==> config.mk <==
export PLATFORM = sky130hd
export DESIGN_NAME = twin_port_ram
export DESIGN_NICKNAME = d
export VERILOG_FILES = /design/src/rtl/twin_port_pkg.sv /design/src/rtl/twin_port_ctrl.sv /design/src/rtl/twin_port_mem.sv /design/src/rtl/twin_port_ram.sv
export SDC_FILE = /design/constraint.sdc
export NUM_CORES = 1
export LEC_CHECK = 0
export CAP_MARGIN = 20
export CORE_UTILIZATION = 32
export DETAILED_ROUTE_END_ITERATION = 6
export DONT_BUFFER_PORTS = 1
export GPL_TIMING_DRIVEN = 0
export SETUP_SLACK_MARGIN = 0.15
export SYNTH_ARGS = -nofsm -noshare
export SYNTH_HDL_FRONTEND = slang
export SYNTH_SLANG_ARGS = --single-unit
==> constraint.sdc <==
create_clock -name clk -period 3.9 [get_ports clk]
set_input_delay 0.39 -clock clk [delete_from_list [all_inputs] [get_ports clk]]
set_output_delay 0.39 -clock clk [all_outputs]
set_load 0.02 [all_outputs]
==> src/rtl/twin_port_pkg.sv <==
package twin_port_pkg;

  typedef enum logic [1:0] {
    COLL_NONE = 2'b00,
    COLL_RR   = 2'b01,
    COLL_WW   = 2'b10,
    COLL_RW   = 2'b11
  } collKind_e;

  typedef struct packed {
    logic wrLeft;
    logic wrRight;
    logic rdLeft;
    logic rdRight;
  } memStrobes_t;

endpackage

==> src/rtl/twin_port_ctrl.sv <==
module twin_port_ctrl
  import twin_port_pkg::*;
#(
  parameter int ADDR_W = 4
) (
  input  logic              clk,
  input  logic              rstN,
  input  logic              leftEn,
  input  logic              leftWe,
  input  logic [ADDR_W-1:0] leftAddr,
  input  logic              rightEn,
  input  logic              rightWe,
  input  logic [ADDR_W-1:0] rightAddr,
  output memStrobes_t       strobes,
  output logic              leftBusy,
  output logic              rightBusy,
  output logic [1:0]        collKind
);

  logic      sameAddr;
  logic      bothWrite;
  logic      bothRead;
  logic      leftLosesRead;
  logic      rightLosesRead;
  collKind_e kindNext;

  always_comb begin
    sameAddr       = leftEn && rightEn && (leftAddr == rightAddr);
    bothWrite      = sameAddr && leftWe && rightWe;
    bothRead       = sameAddr && !leftWe && !rightWe;
    leftLosesRead  = sameAddr && !leftWe && rightWe;
    rightLosesRead = sameAddr && leftWe && !rightWe;

    strobes.wrLeft  = leftEn && leftWe;
    strobes.wrRight = rightEn && rightWe && !bothWrite;
    strobes.rdLeft  = leftEn && !leftWe;
    strobes.rdRight = rightEn && !rightWe;

    if (bothWrite)                          kindNext = COLL_WW;
    else if (leftLosesRead || rightLosesRead) kindNext = COLL_RW;
    else if (bothRead)                      kindNext = COLL_RR;
    else                                    kindNext = COLL_NONE;
  end

  always_ff @(posedge clk) begin
    if (!rstN) begin
      leftBusy  <= 1'b0;
      rightBusy <= 1'b0;
      collKind  <= COLL_NONE;
    end else begin
      leftBusy  <= leftLosesRead;
      rightBusy <= bothWrite || rightLosesRead;
      collKind  <= kindNext;
    end
  end

  AST_WW_RIGHT_LOSES: assert property (@(posedge clk) disable iff (!rstN)
    (leftEn && rightEn && leftWe && rightWe && leftAddr == rightAddr)
    |=> (rightBusy && !leftBusy && collKind == 2'b10)) else $error("ww");

  AST_RW_LEFT_READER: assert property (@(posedge clk) disable iff (!rstN)
    (leftEn && rightEn && !leftWe && rightWe && leftAddr == rightAddr)
    |=> (leftBusy && !rightBusy && collKind == 2'b11)) else $error("rw l");

  AST_RW_RIGHT_READER: assert property (@(posedge clk) disable iff (!rstN)
    (leftEn && rightEn && leftWe && !rightWe && leftAddr == rightAddr)
    |=> (rightBusy && !leftBusy && collKind == 2'b11)) else $error("rw r");

  AST_RR_NO_BUSY: assert property (@(posedge clk) disable iff (!rstN)
    (leftEn && rightEn && !leftWe && !rightWe && leftAddr == rightAddr)
    |=> (!leftBusy && !rightBusy && collKind == 2'b01)) else $error("rr");

  AST_DISTINCT_FREE: assert property (@(posedge clk) disable iff (!rstN)
    (!leftEn || !rightEn || leftAddr != rightAddr)
    |=> (!leftBusy && !rightBusy && collKind == 2'b00)) else $error("free");

endmodule

==> src/rtl/twin_port_mem.sv <==
module twin_port_mem
  import twin_port_pkg::*;
#(
  parameter int ADDR_W = 4,
  parameter int DATA_W = 16
) (
  input  logic              clk,
  input  logic              rstN,
  input  memStrobes_t       strobes,
  input  logic [ADDR_W-1:0] leftAddr,
  input  logic [DATA_W-1:0] leftWrData,
  input  logic [ADDR_W-1:0] rightAddr,
  input  logic [DATA_W-1:0] rightWrData,
  output logic [DATA_W-1:0] leftRdData,
  output logic [DATA_W-1:0] rightRdData
);

  localparam int DEPTH = 1 << ADDR_W;

  logic [DATA_W-1:0] store [DEPTH];

  always_ff @(posedge clk) begin
    if (strobes.wrLeft)  store[leftAddr]  <= leftWrData;
    if (strobes.wrRight) store[rightAddr] <= rightWrData;
  end

  always_ff @(posedge clk) begin
    if (!rstN) begin
      leftRdData  <= '0;
      rightRdData <= '0;
    end else begin
      if (strobes.rdLeft)  leftRdData  <= store[leftAddr];
      if (strobes.rdRight) rightRdData <= store[rightAddr];
    end
  end

  AST_ONE_WRITER_PER_WORD: assert property (@(posedge clk) disable iff (!rstN)
    (strobes.wrLeft && strobes.wrRight) |-> (leftAddr != rightAddr)) else $error("two writers");

  AST_LEFT_WRITE_LANDS: assert property (@(posedge clk) disable iff (!rstN)
    strobes.wrLeft |=> (store[$past(leftAddr)] == $past(leftWrData))) else $error("left write");

  AST_HOLD_LEFT: assert property (@(posedge clk) disable iff (!rstN)
    !strobes.rdLeft |=> $stable(leftRdData)) else $error("hold");

endmodule

==> src/rtl/twin_port_ram.sv <==
module twin_port_ram
  import twin_port_pkg::*;
#(
  parameter int ADDR_W = 4,
  parameter int DATA_W = 16
) (
  input  logic              clk,
  input  logic              rstN,
  input  logic              leftEn,
  input  logic              leftWe,
  input  logic [ADDR_W-1:0] leftAddr,
  input  logic [DATA_W-1:0] leftWrData,
  output logic [DATA_W-1:0] leftRdData,
  output logic              leftBusy,
  input  logic              rightEn,
  input  logic              rightWe,
  input  logic [ADDR_W-1:0] rightAddr,
  input  logic [DATA_W-1:0] rightWrData,
  output logic [DATA_W-1:0] rightRdData,
  output logic              rightBusy,
  output logic [1:0]        collKind
);

  memStrobes_t strobes;

  twin_port_ctrl #(.ADDR_W(ADDR_W)) i_ctrl (
    .clk(clk), .rstN(rstN),
    .leftEn(leftEn), .leftWe(leftWe), .leftAddr(leftAddr),
    .rightEn(rightEn), .rightWe(rightWe), .rightAddr(rightAddr),
    .strobes(strobes), .leftBusy(leftBusy), .rightBusy(rightBusy),
    .collKind(collKind)
  );

  twin_port_mem #(.ADDR_W(ADDR_W), .DATA_W(DATA_W)) i_mem (
    .clk(clk), .rstN(rstN), .strobes(strobes),
    .leftAddr(leftAddr), .leftWrData(leftWrData),
    .rightAddr(rightAddr), .rightWrData(rightWrData),
    .leftRdData(leftRdData), .rightRdData(rightRdData)
  );

  AST_RESET_QUIET: assert property (@(posedge clk)
    !rstN |=> (!leftBusy && !rightBusy && collKind == 2'b00 && leftRdData == '0)) else $error("reset");

  AST_BUSY_ONE_CYCLE: assert property (@(posedge clk) disable iff (!rstN)
    (!leftEn && !rightEn) |=> (!leftBusy && !rightBusy && collKind == 2'b00)) else $error("stale");

endmodule

---- Yosys cells after proc, flatten, opt, wreduce, memory -nomap -nowiden ----
Memories as Yosys holds them, arrays and structs flattened. A register that Yosys moved wholly into a read port is not among the register bits.
Index checks and enable logic that the tools add are counted.
W data, S select, Z words.
cells by class
  reductions and logical operators ........ 21
  bitwise gates (word level) .............. 1
  equal/unequal tests ..................... 1
  muxes and demuxes ....................... 7
operator list
  cell                 number
  $logic_and A1 B1 Y1  13
  $logic_not A1 Y1     5
  $mux W1              5
  $eq A4 B4 Y1         1
  $mux W2              2
  $logic_or A1 B1 Y1   2
  $reduce_or A2 Y1     1
  $not A1 Y1           1
word-level totals
  flip-flop bits (word level) ............. 4
  bits of input ports ..................... 46
  memory bits (writable) .................. 256
  word-level logic and storage cells ...... 35
  memories kept ........................... 1
  output and inout port bits .............. 36
memory list
  memory       words  width  read ports  clocked after memory_dff  write ports  line                 source
  i_mem.store  16     16     2           2                         2            twin_port_mem.sv:20  logic [DATA_W-1:0] store [DEPTH];

---- Logic depth before layout (Yosys ltp) ----
Gate-level depths: netlist of the first run.
  depth in word-level cells ............... 8
  depth in mapped cells ................... 8
  gate-level depth less buffers ........... 4

---- Modules after synthesis ----
A second synthesis of the first run with hierarchy kept.
unflattened totals
  cells, all modules ...................... 1,137
  area total of the unflattened synthesis .. 16,424.5 um^2
by module, submodules not included
  module          area an instance (um^2)  sequential area each (um^2)  instances  cells each
  twin_port_mem   16,219.3                 8,328.0                      1          1,115
  twin_port_ctrl  205.2                    80.1                         1          22

---- Least setup slack after synthesis of the first run ----
OpenSTA, ideal clock, no wires.
  path kind ............................... input -> register
  from .................................... in leftAddr[0]
  to ...................................... mem i_mem.store[5][0] (enable)
  slack ................................... 1.188 ns
  required time ........................... 3.489 ns
  setup time .............................. 0.411 ns
  path buffers ............................ 2
  arrival ................................. 2.301 ns
  stages .................................. 5
  cell sequence ........................... clkbuf_2 -> nor2b_1 -> clkbuf_1 -> nand2_1 -> o21ai_0
RTL lines
  item         line                 source
  from (decl)  twin_port_ram.sv:11  input logic [ADDR_W-1:0] leftAddr,
  to (decl)    twin_port_mem.sv:20

==> implementation parameters, run 1 <==
Parameter                              Value

Worst setup path
  FF-to-FF path depth ... 5
  CP Capture Type ... flop
  Chain of cells forming the critical path ... buf_4 -> xor2_1 -> nor3_2 -> buf_6 -> a21oi_2 -> buf_2 -> a41o_1
  Reg-to-Reg End ... i_mem.leftRdData[10]$_SDFFE_PN0P_
  Register-to-Register Setup Slack ... 1.37 ns
  Worst Path Required ... 4.04 ns
  Cell with the largest stage delay on the worst path ... a41o_1
  Crit Path Category ... in2reg
  Maximum net fanout on the critical path ... 16
  CP startpoint kind ... input pin
  Beginning of the worst register-to-register path ... i_mem.store[10][12]$_DFFE_PP_
  CP Data Arrival Time ... 3.22 ns
  Worst stage delay on the critical path ... 0.94 ns

Timing
  Relative slew margins ... 0.223
  Achievable Freq ... 0.324 GHz
  Final clock period utilization by the worst path ... 0.791
  Worst Clk Skew ... 0.0169 ns
  Final Hold Fails ... 0
  Unrepaired setup endpoints after global routing ... false
  Final critical delay including setup and external delays ... 3.08 ns
  Final count of pins violating max slew ... 0
  Number of setup violations in the final report ... 0
  Worst Max-Slew Pin Slew ... 1.17 ns

Yosys
  Yosys cell types ... 46
  Ys async rst share ... 0
  Sequential fraction of the synthesis area ... 0.503
  Synthesized instance count ... 1209
  Avg Synthesized Cell Area ... 13.8 sq um
  Area of the mapped netlist ... 16700 sq um
  Warnings from Yosys ... 0
  Synthesis-stage register bit count ... 292
  Post-synthesis net count ... 1255
  Top_reg_cell synth ... edfxtp_1
  Count of flip-flops with a built-in enable after synthesis ... 256

Clock tree
  Root cell of the clock tree ... clkbuf_16
  Maximum buffer depth of the clock tree ... 3
  Post-CTS Setup Bufs ... 0
  Clock H-tree levels ... 2
  Number of clock buffers inserted by TritonCTS ... 34
  Sinks on Clock Net ... 292
  CTS tree ... built
  Clock transition at the registers of the reported paths ... 0.06 ns
  Clock latency reported for the late side of the worst-skew pair ... 0.53 ns

Global routing
  Gr ovfl total ... 0
  First-pass GRT wire length ... 90300 um
  Antenna violations before repair ... 2
  Pin count of the biggest net entering global routing ... 17
  Vias in the first global route ... 12000
  GRT Util Overall ... 0.243

Cells and area
  Signed area change from the synthesized netlist to the final layout ... 14.5%
  Most frequent cells in the layout ... edfxtp_1, mux2_2, mux2i_1
  Layout cells sized above 1 ... 0.355
  Final Instance Area ... 19100 sq um
  Final Net Count ... 1306
  N_diodes ... 0
  Most frequent standard cell in the layout excluding fill and tap cells ... edfxtp_1
  Core utilization of the finished layout ... 0.372

Placed design
  Half-perimeter wire length after detailed placement ... 43800 um
  RD Place Congestion ... 0.961
  Number of I/O port buffers ... 0
  Placement Cell Area ... 17900 sq um

Min path
  Hold/Removal Path Class ... in2reg
  Hold path depth ... 2
  Launch instance of the worst min-delay path ... rstN
  Terminating pin of the worst hold path ... i_mem.leftRdData[1]$_SDFFE_PN0P_

Detailed routing
  Wire per inst ... 33.3 um
  Length of the first detailed-routing pass in iterations ... 7
  Total detailed-routing wirelength ... 65400 um
  Detailed Route Iter0 Violations ... 1734
  Post-DR vias/cell ... 6.16
  Remaining antenna violation count after routing ... 0
  Count of vias placed by the detailed router ... 12100
  DRC violations left ... 0

Run status
  Outcome ... finished clean

Pwr
  Leakage power ... 6.49 nW
  Power, Total ... 7.96 mW
  Power density relative to cell area ... 416 nW/um^2
  Max VDD drop ... 0.000328 V

Die
  Core area ... 51400 sq um
  Site Rows ... 83
  Die H ... 230 um
  Initial standard-cell utilization of the core ... 0.325
  Num ports ... 82
  Horizontal die dimension ... 230 um
  Die Outline Area ... 53100 sq um

Job
  Number of maximum-capacitance violations ... 0
## critical path: cells and delay by family
kind                      cells  cell delay (ns)
AOI/OAI and AO/OA             2             1.58
and+or+nand+nor               1             0.07
buffers and inverters         3             0.92
xor gates and xnor gates      1             0.20
## area by class of cell
| cell class | count | area, sq um |
|---|---|---|
| buffer | 120 | 579 |
| clock buffer | 49 | 991 |
| clock inverter | 13 | 214 |
| fill | 4876 | 32300 |
| inverter | 2 | 7.51 |
| multi-input combinational | 795 | 7800 |
| sequential | 292 | 8410 |
| tap | 680 | 851 |
| timing repair buffer | 15 | 273 |
## kinds of logic after synthesis
logic type / count (synthesis) / synth area share
mux: 462 / 0.336
compound gates: 199 / 0.0830
simple gates: 130 / 0.0408
buf+inv: 122 / 0.0351
flops: 292 / 0.503
xor+xnor: 4 / 0.00210
## worst max-delay path by stage
stage	start	slack, ns	end	depth (start not counted)
final	leftAddr[1]	0.82	i_mem.store[10][3]$_DFFE_PP_	7
after floorplan	leftAddr[0]	1.19	i_mem.store[5][0]$_DFFE_PP_	5
after global placement	leftAddr[0]	-1.22	i_mem.store[5][7]$_DFFE_PP_	5
after global routing	leftAddr[1]	0.79	i_mem.store[10][3]$_DFFE_PP_	7
after CTS	leftAddr[1]	0.87	i_mem.store[10][3]$_DFFE_PP_	7
after detailed placement	leftAddr[1]	0.33	i_mem.store[10][5]$_DFFE_PP_	7
## through the flow
step	cells	hold slack [ns]	TNS, ns	worst slack (ns)
global route	1966	0.0531	0	0.791
floorplan	1209	0.466	0	1.19
CTS	1965	0.0119	0	0.874
detailed placement	1901	0.471	0	0.329
finish	1966	0.0259	0	0.817
global placement	1889	0.469	-116.10	-1.22
## report_power, final
| group | switching [mW] | internal (mW) | total, mW | leakage [nW] |
|---|---|---|---|---|
| clock | 1.35 | 2.17 | 3.52 | 0.584 |
| sequential | 0.0834 | 3.49 | 3.58 | 2.61 |
| combinational | 0.524 | 0.343 | 0.868 | 3.30 |
## synthesized netlist by cell type, drive strengths merged, types with 2 or more instances
cell type	n	area share
mux2	256	0.17
nand3	6	0.0018
a22oi	43	0.019
a31oi	5	0.0019
mux2i	156	0.093
o21ai	44	0.013
nor2b	8	0.0030
nor3	24	0.0075
dfxtp	36	0.043
or3b	3	0.0016
o221ai	8	0.0042
nor4	11	0.0041
nand2b	4	0.0015
mux4	50	0.067
nor2	23	0.0053
nand2	32	0.0072
edfxtp	256	0.46
a21oi	40	0.020
and4	2	0.0010
o21bai	13	0.0058
or2	2	0.00075
o22ai	32	0.012
buf	73	0.024
and2	3	0.0011
a211oi	11	0.0049
inv	2	0.00045
and4b	2	0.0012
clkbuf	47	0.011
xor2	4	0.0021
nand3b	6	0.0027
## registers in the layout (all words and copies together) (netlist names)
| signal | count |
|---|---|
| i_mem.leftRdData | 16 |
| i_ctrl.collKind | 2 |
| i_ctrl.leftBusy | 1 |
| i_mem.store | 256 |
| i_ctrl.rightBusy | 1 |
| i_mem.rightRdData | 16 |
## routing by layer
metal | GRT usage | up-vias | wire length [um]
li1 | - | 4897 | -
met5 | 0 | - | 11
met1 | 0.316 | 6135 | 24800
met3 | 0.0681 | 195 | 8160
met4 | 0.123 | 2 | 3650
met2 | 0.370 | 878 | 28800
## timing repair
| action | 4_1_cts | 5_1_grt |
|---|---|---|
| hold buffers | 2 | 0 |
| endpoints found under the hold margin | 5 | 0 |
| resized for setup | 0 | 0 |
No activity file was read; power rests on OpenSTA's default activity.
==> run 2: changes to the inputs <==
--- a/config.mk
+++ b/config.mk
@@ -5,6 +5,7 @@
 export SDC_FILE = /design/constraint.sdc
 export NUM_CORES = 1
 export LEC_CHECK = 0
+export ABC_AREA = 1
 export CAP_MARGIN = 20
 export CORE_UTILIZATION = 32
 export DETAILED_ROUTE_END_ITERATION = 6
==> constraint.sdc (replaced) <==
create_clock -name clk -period 2.71 [get_ports clk]
set_input_delay 0.271 -clock clk [delete_from_list [all_inputs] [get_ports clk]]
set_output_delay 0.271 -clock clk [all_outputs]
set_load 0.02 [all_outputs]
==> run 2 against run 1 <==
Clock skew up 0.0051 ns. Clock-buffer cell count down 6. Largest power group unchanged. Sequential power up 45%. Non-clock buffer count up 144. Utilization down 0.40 points. Die area up 13%. Via count up 74%. Wire length up 52%.
==> implementation parameters, run 2 <==
Parameter                              Value

Timing
  Final clock period utilization by the worst path ... 0.982
  Worst Max-Slew Pin Slew ... 1.20 ns
  Relative slew margins ... 0.200
  Final setup margin ... 0.0496 ns
  Number of setup violations in the final report ... 0
  Final sum of negative setup slack ... 0 ns
  Unrepaired setup endpoints after global routing ... false
  Worst Clk Skew ... 0.0220 ns
  Final count of pins violating max slew ... 0
  Final critical delay including setup and external delays ... 2.66 ns
  Worst hold slack ... 0.0327 ns
  Achievable Freq ... 0.376 GHz
  Final Hold Fails ... 0

Pwr
  Power density relative to cell area ... 565 nW/um^2
  Leakage power ... 9.47 nW
  Max VDD drop ... 0.000417 V

Placed design
  Number of I/O port buffers ... 0
  Half-perimeter wire length after detailed placement ... 75100 um
  Post-Place Cells ... 3519
  RD Place Congestion ... 1.09
  Placement Setup Slack ... -0.586 ns

Detailed routing
  Count of vias placed by the detailed router ... 21000
  Wire per inst ... 27.8 um
  Length of the first detailed-routing pass in iterations ... 7
  Total detailed-routing wirelength ... 99800 um
  Post-DR vias/cell ... 5.85
  Remaining antenna violation count after routing ... 0
  DRC violations left ... 0
  Detailed Route Iter0 Violations ... 3614

Clock tree
  CTS tree ... built
  Maximum buffer depth of the clock tree ... 3
  Sinks on Clock Net ... 292
  Root cell of the clock tree ... clkbuf_16
  Clock latency reported for the late side of the worst-skew pair ... 0.58 ns
  Post-CTS Setup Bufs ... 0
  Number of clock buffers inserted by TritonCTS ... 37
  Clock transition at the registers of the reported paths ... 0.06 ns
  Clock H-tree levels ... 2

Worst setup path
  Worst stage delay on the critical path ... 0.60 ns
  Crit Path Category ... in2reg
  Worst Path Required ... 2.98 ns
  CP startpoint kind ... input pin
  Cell family with most CP delay ... buffers and inverters
  CP Data Arrival Time ... 2.93 ns
  Chain of cells forming the critical path ... buf_4 -> inv_2 -> nor2_2 -> clkbuf_1 -> inv_1 -> o21ai_1 -> buf_4
  Maximum net fanout on the critical path ... 11
  Number of buffers and inverters on the critical path ... 5
  CP Capture Type ... flop
  Most numerous cell on the critical path ... buf_4
  Cell with the largest stage delay on the worst path ... nor2_2

Global routing
  Vias in the first global route ... 18500
  First-pass GRT wire length ... 138000 um
  Pin count of the biggest net entering global routing ... 17
  GRT Util Overall ... 0.326
  Antenna violations before repair ... 0
  Gr ovfl total ... 0

Cells and area
  Final Net Count ... 2845
  Area of all sequential standard cells ... 8410 sq um
  Flip-flop count of the largest register, all copies and words added ... 256
  Non-filler cells in the finished layout ... 3593
  Most frequent standard cell in the layout excluding fill and tap cells ... nand2_1
  Signed area change from the synthesized netlist to the final layout ... 13.0%
  Area of the multi-input gates ... 9370 sq um
  Register with the most flip-flops ... i_mem.store
  Count of fill cells added during filler insertion ... 6296
  N_diodes ... 0
  Largest registers ... i_mem.store x256, i_mem.leftRdData x16, i_mem.rightRdData x16
  Layout cells sized above 1 ... 0.0781
  Most frequent cells in the layout ... nand2_1, nand4_1, edfxtp_1

Die
  Die H ... 245 um
  Num ports ... 82
  Core area ... 58100 sq um
  Initial standard-cell utilization of the core ... 0.326
  Die Outline Area ... 60200 sq um
  Site Rows ... 88
  Horizontal die dimension ... 245 um

Yosys
  Synthesized instance count ... 2744
  Top_reg_cell synth ... edfxtp_1
  Area of the mapped netlist ... 18900 sq um
  Biggest area consumer among synthesized cells ... edfxtp_1
  Ys async rst share ... 0
  Cell types with the highest counts after synthesis ... nand2_1, nand4_1, edfxtp_1, nand3_1, clkbuf_1
  Sequential fraction of the synthesis area ... 0.444
  Count of flip-flops with a built-in enable after synthesis ... 256
  Synthesis-stage register bit count ... 292
  Ranking of synthesized cells by area ... edfxtp_1, nand2_1, nand4_1
  Area share of the leading cell type in the synthesized netlist ... 0.406
  Yosys cell types ... 22
  Most common cell in the netlist ... nand2_1
  Avg Synthesized Cell Area ... 6.90 sq um
  Warnings from Yosys ... 0
  Post-synthesis net count ... 2790

Min path
  Hold/Removal Path Class ... in2reg

Job
  Number of maximum-capacitance violations ... 0

Run status
  Outcome ... finished clean
-- run 2: per-stage QoR --
| step | util | cell area (sq um) | power, mW |
|---|---|---|---|
| floorplan | - | 18900 | 6.21 |
| global placement | 0.342 | 19900 | 7.00 |
| detailed placement | 0.345 | 20100 | 7.01 |
| CTS | 0.367 | 21300 | 11.9 |
| global route | 0.368 | 21400 | 12.3 |
| finish | 0.368 | 21400 | 12.1 |
-- run 2: routing by layer --
layer	vias up	global-route usage	routed length [um]
met2	1693	0.474	41300
met4	0	0.140	4970
met5	-	0	0
met3	270	0.0959	14800
met1	9883	0.445	38700
li1	9177	-	-
-- run 2: layout make-up --
| type | count | share of cell area |
|---|---|---|
| Tap cell | 765 | 0.0447 |
| Buffer | 263 | 0.0528 |
| Sequential cell | 292 | 0.393 |
| Clock buffer | 43 | 0.0468 |
| Timing Repair Buffer | 16 | 0.00959 |
| Clock inverter | 25 | 0.00965 |
| Multi-Input combinational cell | 2158 | 0.438 |
| Inverter | 31 | 0.00544 |
-- run 2: power by group --
group	switching, mW	internal (mW)
sequential	0.152	5.03
combinational	1.46	0.403
clock	2.16	2.87
total	3.78	8.31
-- run 2: logic make-up after synthesis --
group           after synthesis  synth area share
buf+inv                     294            0.0657
flops                       292             0.444
simple gates               2093             0.473
compound gates               65            0.0172
-- run 2: final timing paths --
path | from | to | slack, ns | cells after the start
min | rightEn | i_mem.rightRdData[15]$_SDFFE_PN0P_ | 0.03 | 5
max | leftAddr[0] | i_mem.store[1][5]$_DFFE_PP_ | 0.05 | 7
max reg2reg | i_mem.store[10][13]$_DFFE_PP_ | i_mem.leftRdData[13]$_SDFFE_PN0P_ | 1.11 | 8
min reg2reg | i_mem.rightRdData[13]$_SDFFE_PN0P_ | i_mem.rightRdData[13]$_SDFFE_PN0P_ | 0.64 | 2
-- run 2: worst register-to-register path, delay by kind of cell (launching register included) --
| family | cells | cell delay (ns) |
|---|---|---|
| AND/OR/NAND/NOR | 8 | 1.05 |
| flip-flops | 1 | 0.44 |
-- run 2: timing repair --
action	in CTS	in global routing
hold endpoints to repair	7	0
gates resized for setup	1	6
setup endpoints to repair	47	86
hold buffers	5	0
==> run 3: changes to the inputs <==
--- a/config.mk
+++ b/config.mk
@@ -5,7 +5,6 @@
 export SDC_FILE = /design/constraint.sdc
 export NUM_CORES = 1
 export LEC_CHECK = 0
-export ABC_AREA = 1
 export CAP_MARGIN = 20
 export CORE_UTILIZATION = 32
 export DETAILED_ROUTE_END_ITERATION = 6
==> run 3 against run 2 <==
First-iteration DRC count decreased by 49%. Clock skew decreased by 0.0076 ns. Total power decreased by 7.3%. Utilization increased by 1.2 points. Critical path type unchanged. Maximum frequency increased by 4.4%. Wire length decreased by 33%. Critical endpoint is now i_mem.store[3][14]$_DFFE_PP_. Register-to-register slack got worse by 0.73 ns. Sequential share of layout area increased by 3.7 points. Final cell count decreased by 44%. Global-route usage decreased by 7.6 points. Highest routed layer unchanged. Cell area decreased by 8.7%.
==> implementation parameters, run 3 (synthesis gave the netlist of run 1 again) <==
Parameter                              Value

Cells and area
  Most frequent cells in the layout ... edfxtp_1, mux2_2, mux2i_1
  Final Instance Area ... 19500 sq um
  Flip-flop count of the largest register, all copies and words added ... 256
  Most frequent standard cell in the layout excluding fill and tap cells ... edfxtp_1
  Register with the most flip-flops ... i_mem.store
  Count of fill cells added during filler insertion ... 4867
  Final Net Count ... 1351
  Signed area change from the synthesized netlist to the final layout ... 17.0%
  Layout cells sized above 1 ... 0.352
  Largest registers ... i_mem.store x256, i_mem.leftRdData x16, i_mem.rightRdData x16
  Core utilization of the finished layout ... 0.380

Detailed routing
  DRC violations left ... 0
  Remaining antenna violation count after routing ... 0
  Count of vias placed by the detailed router ... 12400
  Total detailed-routing wirelength ... 67300 um
  Wire per inst ... 33.4 um
  Post-DR vias/cell ... 6.14
  Detailed Route Iter0 Violations ... 1845
  Length of the first detailed-routing pass in iterations ... 5

Pwr
  Share of total power in the clock network ... 0.420
  Max VDD drop ... 0.000345 V
  Power density relative to cell area ... 573 nW/um^2
  Sw frac ... 0.257
  Total internal power ... 8.33 mW
  Leakage power ... 6.67 nW
  Sequential share of power ... 0.460
  NetSw ... 2.87 mW
  Combinational fraction of design power ... 0.120

Die
  Core area ... 51400 sq um
  Site Rows ... 83
  Horizontal die dimension ... 230 um
  Num ports ... 82
  Die H ... 230 um
  Die Outline Area ... 53100 sq um
  Initial standard-cell utilization of the core ... 0.325

Clock tree
  Clock latency reported for the late side of the worst-skew pair ... 0.54 ns
  Clock transition at the registers of the reported paths ... 0.06 ns
  Number of clock buffers inserted by TritonCTS ... 35
  CTS tree ... built
  Clock H-tree levels ... 2
  Root cell of the clock tree ... clkbuf_16
  Sinks on Clock Net ... 292
  Maximum buffer depth of the clock tree ... 3

Timing
  Final count of pins violating max slew ... 0
  Worst Clk Skew ... 0.0144 ns
  Worst Max-Slew Pin Slew ... 1.16 ns
  Final clock period utilization by the worst path ... 0.940
  Final critical delay including setup and external delays ... 2.55 ns
  Relative slew margins ... 0.222
  Final sum of negative setup slack ... 0 ns
  Unrepaired setup endpoints after global routing ... false
  Number of setup violations in the final report ... 0
  Final Hold Fails ... 0
  Final setup margin ... 0.163 ns
  Achievable Freq ... 0.393 GHz

Worst setup path
  Number of cells on the critical path ... 7
  Capturing element of the worst setup path ... i_mem.store[3][14]$_DFFE_PP_
  Cell family with most CP delay ... buffers and inverters
  Most numerous cell on the critical path ... buf_2
  Worst stage delay on the critical path ... 0.50 ns
  Crit Path Category ... in2reg
  Cell with the largest stage delay on the worst path ... o21bai_4
  CP Capture Type ... flop
  Crit path launch ... rightAddr[3]
  CP Data Arrival Time ... 2.69 ns
  FF-to-FF path depth ... 5
  Maximum net fanout on the critical path ... 16
  CP startpoint kind ... input pin
  Worst Path Required ... 2.85 ns
  Number of buffers and inverters on the critical path ... 3
  Chain of cells forming the critical path ... buf_2 -> nor2_1 -> buf_2 -> nand2_1 -> a21oi_4 -> clkbuf_4 -> o21bai_4
  Register-to-Register Setup Slack ... 0.38 ns
  Reg-to-Reg End ... i_mem.leftRdData[1]$_SDFFE_PN0P_
  Beginning of the worst register-to-register path ... i_mem.store[8][12]$_DFFE_PP_

Global routing
  Met3 GRT Util ... 0.0541
  Pin count of the biggest net entering global routing ... 17
  Vias in the first global route ... 12200
  Antenna violations before repair ... 1
  Layer with the highest usage ... met2
  Met2 track utilization from global routing ... 0.386
  Gr ovfl total ... 0
  Met1 GRT Util ... 0.321
  First-pass GRT wire length ... 92400 um
  GRT Util Overall ... 0.250

Placed design
  Number of I/O port buffers ... 0
  Half-perimeter wire length after detailed placement ... 43500 um
  Placement Setup Slack ... -0.778 ns
  Placement Cell Area ... 17900 sq um
  RD Place Congestion ... 0.973

Min path
  Hold/Removal Path Class ... in2reg
  Launch instance of the worst min-delay path ... leftEn

Run status
  Outcome ... finished clean

Job
  Number of maximum-capacitance violations ... 0
run 3: layout make-up:
class / count / area [sq um] / area share
Clock buffer: 48 / 955 / 0.0489
Buffer: 120 / 592 / 0.0303
Inverter: 2 / 7.51 / 0.000384
Multi-Input combinational cell: 795 / 7860 / 0.402
Antenna cell: 2 / 5.00 / 0.000256
Clock inverter: 16 / 161 / 0.00826
Tap cell: 680 / 851 / 0.0435
Sequential cell: 292 / 8410 / 0.430
Timing Repair Buffer: 59 / 697 / 0.0357
run 3: worst min path at each step:
| stage | end | slack, ns | cells after the start |
|---|---|---|---|
| 2_1_floorplan | i_ctrl.leftBusy$_SDFF_PN0_ | 0.35 | 1 |
| 5_1_grt | i_ctrl.leftBusy$_SDFF_PN0_ | 0.12 | 4 |
| 6_report | i_ctrl.collKind[0]$_SDFF_PP0_ | 0.07 | 4 |
| 3_3_place_gp | i_ctrl.leftBusy$_SDFF_PN0_ | 0.35 | 1 |
| 3_5_place_dp | i_ctrl.leftBusy$_SDFF_PN0_ | 0.35 | 1 |
| 4_1_cts | i_ctrl.collKind[1]$_SDFF_PN0_ | 0.05 | 4 |
run 3: what timing repair did:
| action | CTS | global route |
|---|---|---|
| setup endpoints to repair | 153 | 111 |
| gates resized for setup | 8 | 9 |
| hold endpoints to repair | 118 | 0 |
| pin swaps | 2 | 1 |
| buffers inserted | 5 | 0 |
| hold buffers | 42 | 0 |
run 3: power groups by stage:
| stage | Clock (mW) | Combinational (mW) | Sequential (mW) |
|---|---|---|---|
| global placement | 0 | 1.16 | 5.24 |
| finish | 4.71 | 1.34 | 5.15 |
| CTS | 4.71 | 1.30 | 5.15 |
| global route | 4.88 | 1.39 | 5.16 |
| detailed placement | 0 | 1.20 | 5.24 |
| floorplan | 0 | 0.800 | 5.20 |
run 3: through the flow:
stage	hold WS, ns	cells	power [mW]
after floorplan	0.347	1209	6.00
after global placement	0.351	1889	6.40
after detailed placement	0.353	1901	6.45
after CTS	0.0475	2012	11.2
after global routing	0.119	2012	11.4
final	0.0693	2014	11.2
run 3: worst register-to-register path, stage by stage (launching register included):
cell,delay (ns)
edfxtp_1,0.36
mux2i_1,0.14
o21ai_0,0.74
nor2_1,0.24
clkbuf_2,0.40
a211oi_1,0.34
run 3: layer usage:
layer	share of wire	vias to the layer above
li1	-	5004
met2	0.45	885
met5	0	-
met1	0.38	6253
met4	0.064	0
met3	0.11	214
